[src/rtl/xbh_pkg.sv]
package xbh_pkg;
  localparam int unsigned MAX_SPLIT = 4;
  localparam int unsigned BEAT_W    = $clog2(2 * MAX_SPLIT + 1);

  typedef enum logic [1:0] {
    SZ_BYTE = 2'd0,
    SZ_HALF = 2'd1,
    SZ_WORD = 2'd2
  } xfer_size_e;

  typedef enum logic [1:0] {
    ST_IDLE = 2'd0,
    ST_RUN  = 2'd1,
    ST_HOLD = 2'd2
  } seq_state_e;
endpackage

[src/rtl/xbh_sync.sv]
module xbh_sync #(
  parameter int unsigned STAGES  = 2,
  parameter logic        RST_VAL = 1'b1
) (
  input  logic clk,
  input  logic rst,
  input  logic d_i,
  output logic q_o
);
  logic [STAGES-1:0] chain;

  generate
    if (STAGES == 1) begin : g_single
      always_ff @(posedge clk) begin
        if (rst) chain <= RST_VAL;
        else     chain <= d_i;
      end
    end else begin : g_multi
      always_ff @(posedge clk) begin
        if (rst) chain <= {STAGES{RST_VAL}};
        else     chain <= {chain[STAGES-2:0], d_i};
      end
    end
  endgenerate

  assign q_o = chain[STAGES-1];
endmodule

[src/rtl/xbh_beat_plan.sv]
// Splits one local access into bus beats: per-half count and total count.
module xbh_beat_plan
  import xbh_pkg::*;
(
  input  logic              bus8_i,
  input  logic [1:0]        size_i,
  input  logic              addr_lsb_i,
  input  logic              rmw_i,
  output logic [BEAT_W-1:0] split_o,
  output logic [BEAT_W-1:0] total_o
);
  xfer_size_e sz;
  assign sz = xfer_size_e'(size_i);

  always_comb begin
    split_o = BEAT_W'(1);
    if (bus8_i) begin
      case (sz)
        SZ_BYTE: split_o = BEAT_W'(1);
        SZ_HALF: split_o = BEAT_W'(2);
        default: split_o = BEAT_W'(4);
      endcase
    end else begin
      case (sz)
        SZ_BYTE: split_o = BEAT_W'(1);
        SZ_HALF: split_o = addr_lsb_i ? BEAT_W'(2) : BEAT_W'(1);
        default: split_o = addr_lsb_i ? BEAT_W'(3) : BEAT_W'(2);
      endcase
    end
    total_o = rmw_i ? (split_o << 1) : split_o;
  end
endmodule

[src/rtl/xbh_addr_gen.sv]
// Maps a beat index onto a bus address and a read/write direction.
module xbh_addr_gen
  import xbh_pkg::*;
#(
  parameter int unsigned AW = 16
) (
  input  logic [AW-1:0]     base_i,
  input  logic [BEAT_W-1:0] idx_i,
  input  logic [BEAT_W-1:0] split_i,
  input  logic              bus8_i,
  input  logic              rmw_i,
  input  logic              we_i,
  output logic [AW-1:0]     addr_o,
  output logic              wr_o
);
  logic              second_half;
  logic [BEAT_W-1:0] k;
  logic [AW-1:0]     k_ext;

  always_comb begin
    second_half = rmw_i && (idx_i >= split_i);
    k           = second_half ? (idx_i - split_i) : idx_i;
    k_ext       = AW'(k);
    wr_o        = rmw_i ? second_half : we_i;
    if (bus8_i)
      addr_o = base_i + k_ext;
    else if (k == '0)
      addr_o = base_i;
    else
      addr_o = {base_i[AW-1:1], 1'b0} + (k_ext << 1);
  end
endmodule

[src/rtl/xbh_seq.sv]
// Ownership sequencer: idle, running a beat sequence, or bus handed over.
module xbh_seq
  import xbh_pkg::*;
#(
  parameter int unsigned AW = 16
) (
  input  logic              clk,
  input  logic              rst,
  input  logic              hold_want_i,
  input  logic              cpu_req_i,
  input  logic [1:0]        size_i,
  input  logic [AW-1:0]     addr_i,
  input  logic              we_i,
  input  logic              rmw_i,
  input  logic              bus8_i,
  output logic              held_o,
  output logic              busy_o,
  output logic              last_o,
  output logic              accept_o,
  output logic [BEAT_W-1:0] idx_o,
  output logic [BEAT_W-1:0] split_o,
  output logic [AW-1:0]     base_o,
  output logic              bus8_o,
  output logic              rmw_o,
  output logic              we_o
);
  seq_state_e        st;
  logic [BEAT_W-1:0] idx_q, split_q, total_q;
  logic [AW-1:0]     base_q;
  logic              bus8_q, rmw_q, we_q;
  logic [BEAT_W-1:0] plan_split, plan_total;

  xbh_beat_plan u_plan (
    .bus8_i     (bus8_i),
    .size_i     (size_i),
    .addr_lsb_i (addr_i[0]),
    .rmw_i      (rmw_i),
    .split_o    (plan_split),
    .total_o    (plan_total)
  );

  assign accept_o = (st == ST_IDLE) && !hold_want_i && cpu_req_i;
  assign last_o   = (st == ST_RUN) && (idx_q == total_q - BEAT_W'(1));

  always_ff @(posedge clk) begin
    if (rst) begin
      st      <= ST_IDLE;
      idx_q   <= '0;
      split_q <= '0;
      total_q <= '0;
      base_q  <= '0;
      bus8_q  <= 1'b0;
      rmw_q   <= 1'b0;
      we_q    <= 1'b0;
    end else begin
      case (st)
        ST_IDLE: begin
          if (hold_want_i) begin
            st <= ST_HOLD;
          end else if (cpu_req_i) begin
            st      <= ST_RUN;
            idx_q   <= '0;
            split_q <= plan_split;
            total_q <= plan_total;
            base_q  <= addr_i;
            bus8_q  <= bus8_i;
            rmw_q   <= rmw_i;
            we_q    <= we_i;
          end
        end
        ST_RUN: begin
          if (last_o) st <= hold_want_i ? ST_HOLD : ST_IDLE;
          else        idx_q <= idx_q + BEAT_W'(1);
        end
        ST_HOLD: begin
          if (!hold_want_i) st <= ST_IDLE;
        end
        default: st <= ST_IDLE;
      endcase
    end
  end

  assign held_o  = (st == ST_HOLD);
  assign busy_o  = (st == ST_RUN);
  assign idx_o   = idx_q;
  assign split_o = split_q;
  assign base_o  = base_q;
  assign bus8_o  = bus8_q;
  assign rmw_o   = rmw_q;
  assign we_o    = we_q;
endmodule

[src/rtl/xbus_hold_ctrl.sv]
module xbus_hold_ctrl
  import xbh_pkg::*;
#(
  parameter int unsigned AW          = 16,
  parameter int unsigned SYNC_STAGES = 2
) (
  input  logic          clk,
  input  logic          rst,
  input  logic          ctrl_mode_i,
  input  logic          hold_req_n_i,
  output logic          hold_ack_n_o,
  input  logic          bus_8bit_i,
  input  logic          cpu_req_i,
  input  logic [1:0]    cpu_size_i,
  input  logic [AW-1:0] cpu_addr_i,
  input  logic          cpu_we_i,
  input  logic          cpu_rmw_i,
  output logic          cpu_stall_o,
  output logic [AW-1:0] ext_addr_o,
  output logic          ext_rd_o,
  output logic          ext_wr_o,
  output logic          bus_oe_o,
  output logic          data_oe_o
);
  logic              req_n_sync, hold_want;
  logic              seq_held, seq_busy, seq_last, seq_accept;
  logic [BEAT_W-1:0] seq_idx, seq_split;
  logic [AW-1:0]     seq_base, beat_addr;
  logic              seq_bus8, seq_rmw, seq_we, beat_wr;

  xbh_sync #(.STAGES(SYNC_STAGES), .RST_VAL(1'b1)) u_sync (
    .clk (clk),
    .rst (rst),
    .d_i (hold_req_n_i),
    .q_o (req_n_sync)
  );

  assign hold_want = ctrl_mode_i && !req_n_sync;

  xbh_seq #(.AW(AW)) u_seq (
    .clk         (clk),
    .rst         (rst),
    .hold_want_i (hold_want),
    .cpu_req_i   (cpu_req_i),
    .size_i      (cpu_size_i),
    .addr_i      (cpu_addr_i),
    .we_i        (cpu_we_i),
    .rmw_i       (cpu_rmw_i),
    .bus8_i      (bus_8bit_i),
    .held_o      (seq_held),
    .busy_o      (seq_busy),
    .last_o      (seq_last),
    .accept_o    (seq_accept),
    .idx_o       (seq_idx),
    .split_o     (seq_split),
    .base_o      (seq_base),
    .bus8_o      (seq_bus8),
    .rmw_o       (seq_rmw),
    .we_o        (seq_we)
  );

  xbh_addr_gen #(.AW(AW)) u_addr (
    .base_i  (seq_base),
    .idx_i   (seq_idx),
    .split_i (seq_split),
    .bus8_i  (seq_bus8),
    .rmw_i   (seq_rmw),
    .we_i    (seq_we),
    .addr_o  (beat_addr),
    .wr_o    (beat_wr)
  );

  assign hold_ack_n_o = !seq_held;
  assign bus_oe_o     = !seq_held;
  assign ext_rd_o     = seq_busy && !beat_wr;
  assign ext_wr_o     = seq_busy && beat_wr;
  assign data_oe_o    = seq_busy && beat_wr;
  assign ext_addr_o   = seq_busy ? beat_addr : '0;
  assign cpu_stall_o  = cpu_req_i && !seq_accept;
endmodule

[config.mk]
export PLATFORM = sky130hd
export DESIGN_NAME = xbus_hold_ctrl
export DESIGN_NICKNAME = d
export VERILOG_FILES = /design/src/rtl/xbh_pkg.sv /design/src/rtl/xbh_sync.sv /design/src/rtl/xbh_beat_plan.sv /design/src/rtl/xbh_addr_gen.sv /design/src/rtl/xbh_seq.sv /design/src/rtl/xbus_hold_ctrl.sv
export SDC_FILE = /design/constraint.sdc
export NUM_CORES = 1
export LEC_CHECK = 0
export CORE_MARGIN = 10
export CORE_UTILIZATION = 56
export CTS_BUF_LIST = sky130_fd_sc_hd__clkbuf_4 sky130_fd_sc_hd__clkbuf_8
export DETAILED_ROUTE_END_ITERATION = 10
export DONT_BUFFER_PORTS = 1
export PLACE_DENSITY = 0.78
export SLEW_MARGIN = 20
export SYNTH_ARGS = -nofsm -noshare
export SYNTH_HDL_FRONTEND = slang
export SYNTH_SLANG_ARGS = --single-unit
[constraint.sdc]
create_clock -name clk -period 13.23 [get_ports clk]
set_input_delay 3.969 -clock clk [delete_from_list [all_inputs] [get_ports clk]]
set_output_delay 3.969 -clock clk [all_outputs]
set_load 0.02 [all_outputs]
==> results by group <==
GRT
  • First-pass GRT wire length: between 9000 and 10000 um
  • GRT overflow: 0
  • Vias in the first global route: roughly 2000
  • Largest net degree at the start of global routing: 35
  • Overall routing resource usage: 15.5%
  • Antenna violations before repair: 0

Synthesis
  • Synth Flop Type: dfxtp_1
  • Synth area leader: dfxtp_1
  • Number of synthesized flops with an enable pin: 0
  • Distinct cells, synth: 42
  • Synth Net Count: 350
  • Syn avg cell area: around 7.6 sq um
  • Area contributors post-synth: dfxtp_1 29%, nand2_1 9.4%, a21oi_1 8.9%
  • Top post-synthesis cells by count: 59 x nand2_1, 42 x a21oi_1, 34 x dfxtp_1
  • Sequential area share after synthesis: 29.0%
  • Area share of the largest cell type after synthesis: ~29%
  • Top-count cell post-synth: nand2_1
  • FF+latch count, synth: 34
  • Mapped cell area: between 2000 and 2500 sq um
  • Async set-or-reset flop fraction in the synthesized netlist: 0%
  • Warnings, synthesis: 0
  • Post-Syn Instances: 308

Place
  • Placed inst area: 2360 sq um
  • HPWL after detailed placement: 4120 um
  • IO buf count: 0
  • RePlAce Congestion: between 0.8 and 0.9

Worst setup path
  • Critical Path AT: 4.57 ns
  • Startpoint Class: input port
  • Worst Setup SP: ctrl_mode_i
  • Setup crit end kind: output pin
  • Worst EP required: slightly above 9 ns
  • R2R Path Start: u_seq.st[1]
  • Max FO, Critical Path: 3
  • Worst Setup Path Type: in2out

Timing
  • Worst slew pin tran: about 0.9 ns
  • Setup_tns: 0 ns
  • Final Hold Viols: 0
  • Final Max Tran Viols: 0
  • Fin crit share: between 60% and 70%
  • Tmin final: around 8.5 ns
  • Setup-failing EPs final: 0
  • Max-slew headroom: between 30% and 40%
  • F_max: between 100 and 150 MHz
  • RSZ-0062 raised after global routing: no
  • Clock skew: about 0.0047 ns

Drt
  • Total Wirelength: about 5600 um
  • Via Count: roughly 2100
  • Post-route ant nets: 0
  • Initial DRT Pass Iterations: 4
  • DR WL/cell: around 16 um
  • Routed wl met2: about 2600 um
  • Top layer in use: met4
  • Met3 WL post-DR: around 400 um
  • 1st-iter DRT viols: ~220
  • Via density: about 6
  • M1 wire length: between 2000 and 3000 um
  • Post-route DRC: 0

Layout
  • P&R area growth vs syn: 5.11%
  • Final nets: between 300 and 400
  • Register area: slightly below 700 sq um
  • Area of the multi-input gates: about 1600 sq um
  • Layout cells sized above 1: 6.29%
  • FILL cells: approximately 400
  • Design area: ~2500 sq um
  • N_diodes: 0

Worst hold path
  • Hold crit path type: reg2reg
  • Hold Startpoint: u_sync.chain[0]

Floorplanning
  • # IOs: 48
  • Die W: ~85 um
  • Core box area: roughly 4000 sq um
  • Initial Utilization: about 58%
  • Row Count: 23
  • Area of the die: 7190 sq um
  • Die height: around 85 um

Pwr
  • Maximum VDD drop: between 0.08 and 0.09 mV
  • Power density over the cells: around 110 nW/um^2
  • Leakage: around 0.92 nW

Clock tree
  • Post-cts resize count: 0
  • Sink Count: 34
  • Max clock buf depth: 2
  • Worst skew pair latency: roughly 0.29 ns
  • Cts-stage hold buffer count: 0
  • Post-CTS setup buffers: 0
  • CTS tree: done
  • Clk slew on worst S/H paths: 0.06 ns
  • H-tree levels: 2
  • Root Driver: clkbuf_8
  • Clock buffers created by TritonCTS: 5

Outcome
  • Outcome: finished clean

Flow run
  • Max Cap Viol: 0
[final timing paths]
check / slack, ns / cells after the start / to
setup / recovery: 4.69 / 3 / cpu_stall_o
hold / removal: 0.42 / 1 / u_sync.chain[1]
setup reg to reg: 11.29 / 5 / u_seq.idx_o[1]
hold reg to reg: 0.42 / 1 / u_sync.chain[1]
[critical path, stage by stage]
cell and delay, ns:
nor2b_1 0.16, nor3_1 0.09, nor2b_1 0.35
[layer usage]
layer  track usage (%)  vias up
met5                 0        -
met4              4.34        0
met3              5.22        4
met2              25.3       55
met1              18.8      976
li1                  -     1058
[power breakdown]
group,internal [mW],total [mW],switching (mW)
registers,0.108,0.116,0.00717
logic,0.0200,0.0528,0.0327
clock network,0.0604,0.0977,0.0372
[flip-flops by register name (all words and copies together) (netlist names)]
register       flops
u_seq.split_o      3
u_seq.idx_o        4
u_seq.bus8_o       1
u_seq.base_o      16
u_seq.rmw_o        1
u_seq.total_q      4
u_seq.we_o         1
u_sync.chain       2
u_seq.st           2
[cell families after synthesis]
group,count (synthesis),share of synthesized area [%]
DFF,34,29.0
buffers and inverters,28,4.79
and+or+nand+nor,125,24.9
muxes,7,3.14
AOI/OAI and AO/OA,80,22.1
xor gates and xnor gates,18,6.71
adders and majority gates,16,9.47
[final cells by class]
type                    instances  area share (%)
clock buffers                   7            3.39
clock inverters                 1            1.22
inverters                      13            1.97
multi-input cells             246            63.0
flip-flops and latches         34            27.5
well taps                      50            2.53
repair buffers                  1           0.304
[metrics by stage]
step	hold WS [ns]	setup slack [ns]	instances	util (%)	total power, mW
4_1_cts	0.420	4.68	352	61.3	0.268
3_5_place_dp	0.401	4.69	344	58.5	0.171
6_report	0.416	4.69	352	61.3	0.266
2_1_floorplan	0.389	4.76	308	-	0.162
5_1_grt	0.430	4.52	352	61.3	0.280
3_3_place_gp	0.395	4.72	344	58.5	0.168
[layout by cell type, fill, tap and decap left out, drive strengths merged, types with 2 or more instances in the layout]
cell type and count:
nand2 59, a21oi 42, dfxtp 34, nor2 19, inv 13, ha 13, o21ai 13, xor2 10
nor3 8, xnor2 8, clkbuf 7, nand3 6, nand2b 6, a211oi 6, or3 5, a21o 4
nor2b 4, o31ai 4, nand4 4, mux2i 4, and3 3, mux2 3, o211ai 3, or4 3
fa 3, nor3b 2, or2 2, and2 2, a32oi 2
No activity file was read; power rests on OpenSTA's default activity.
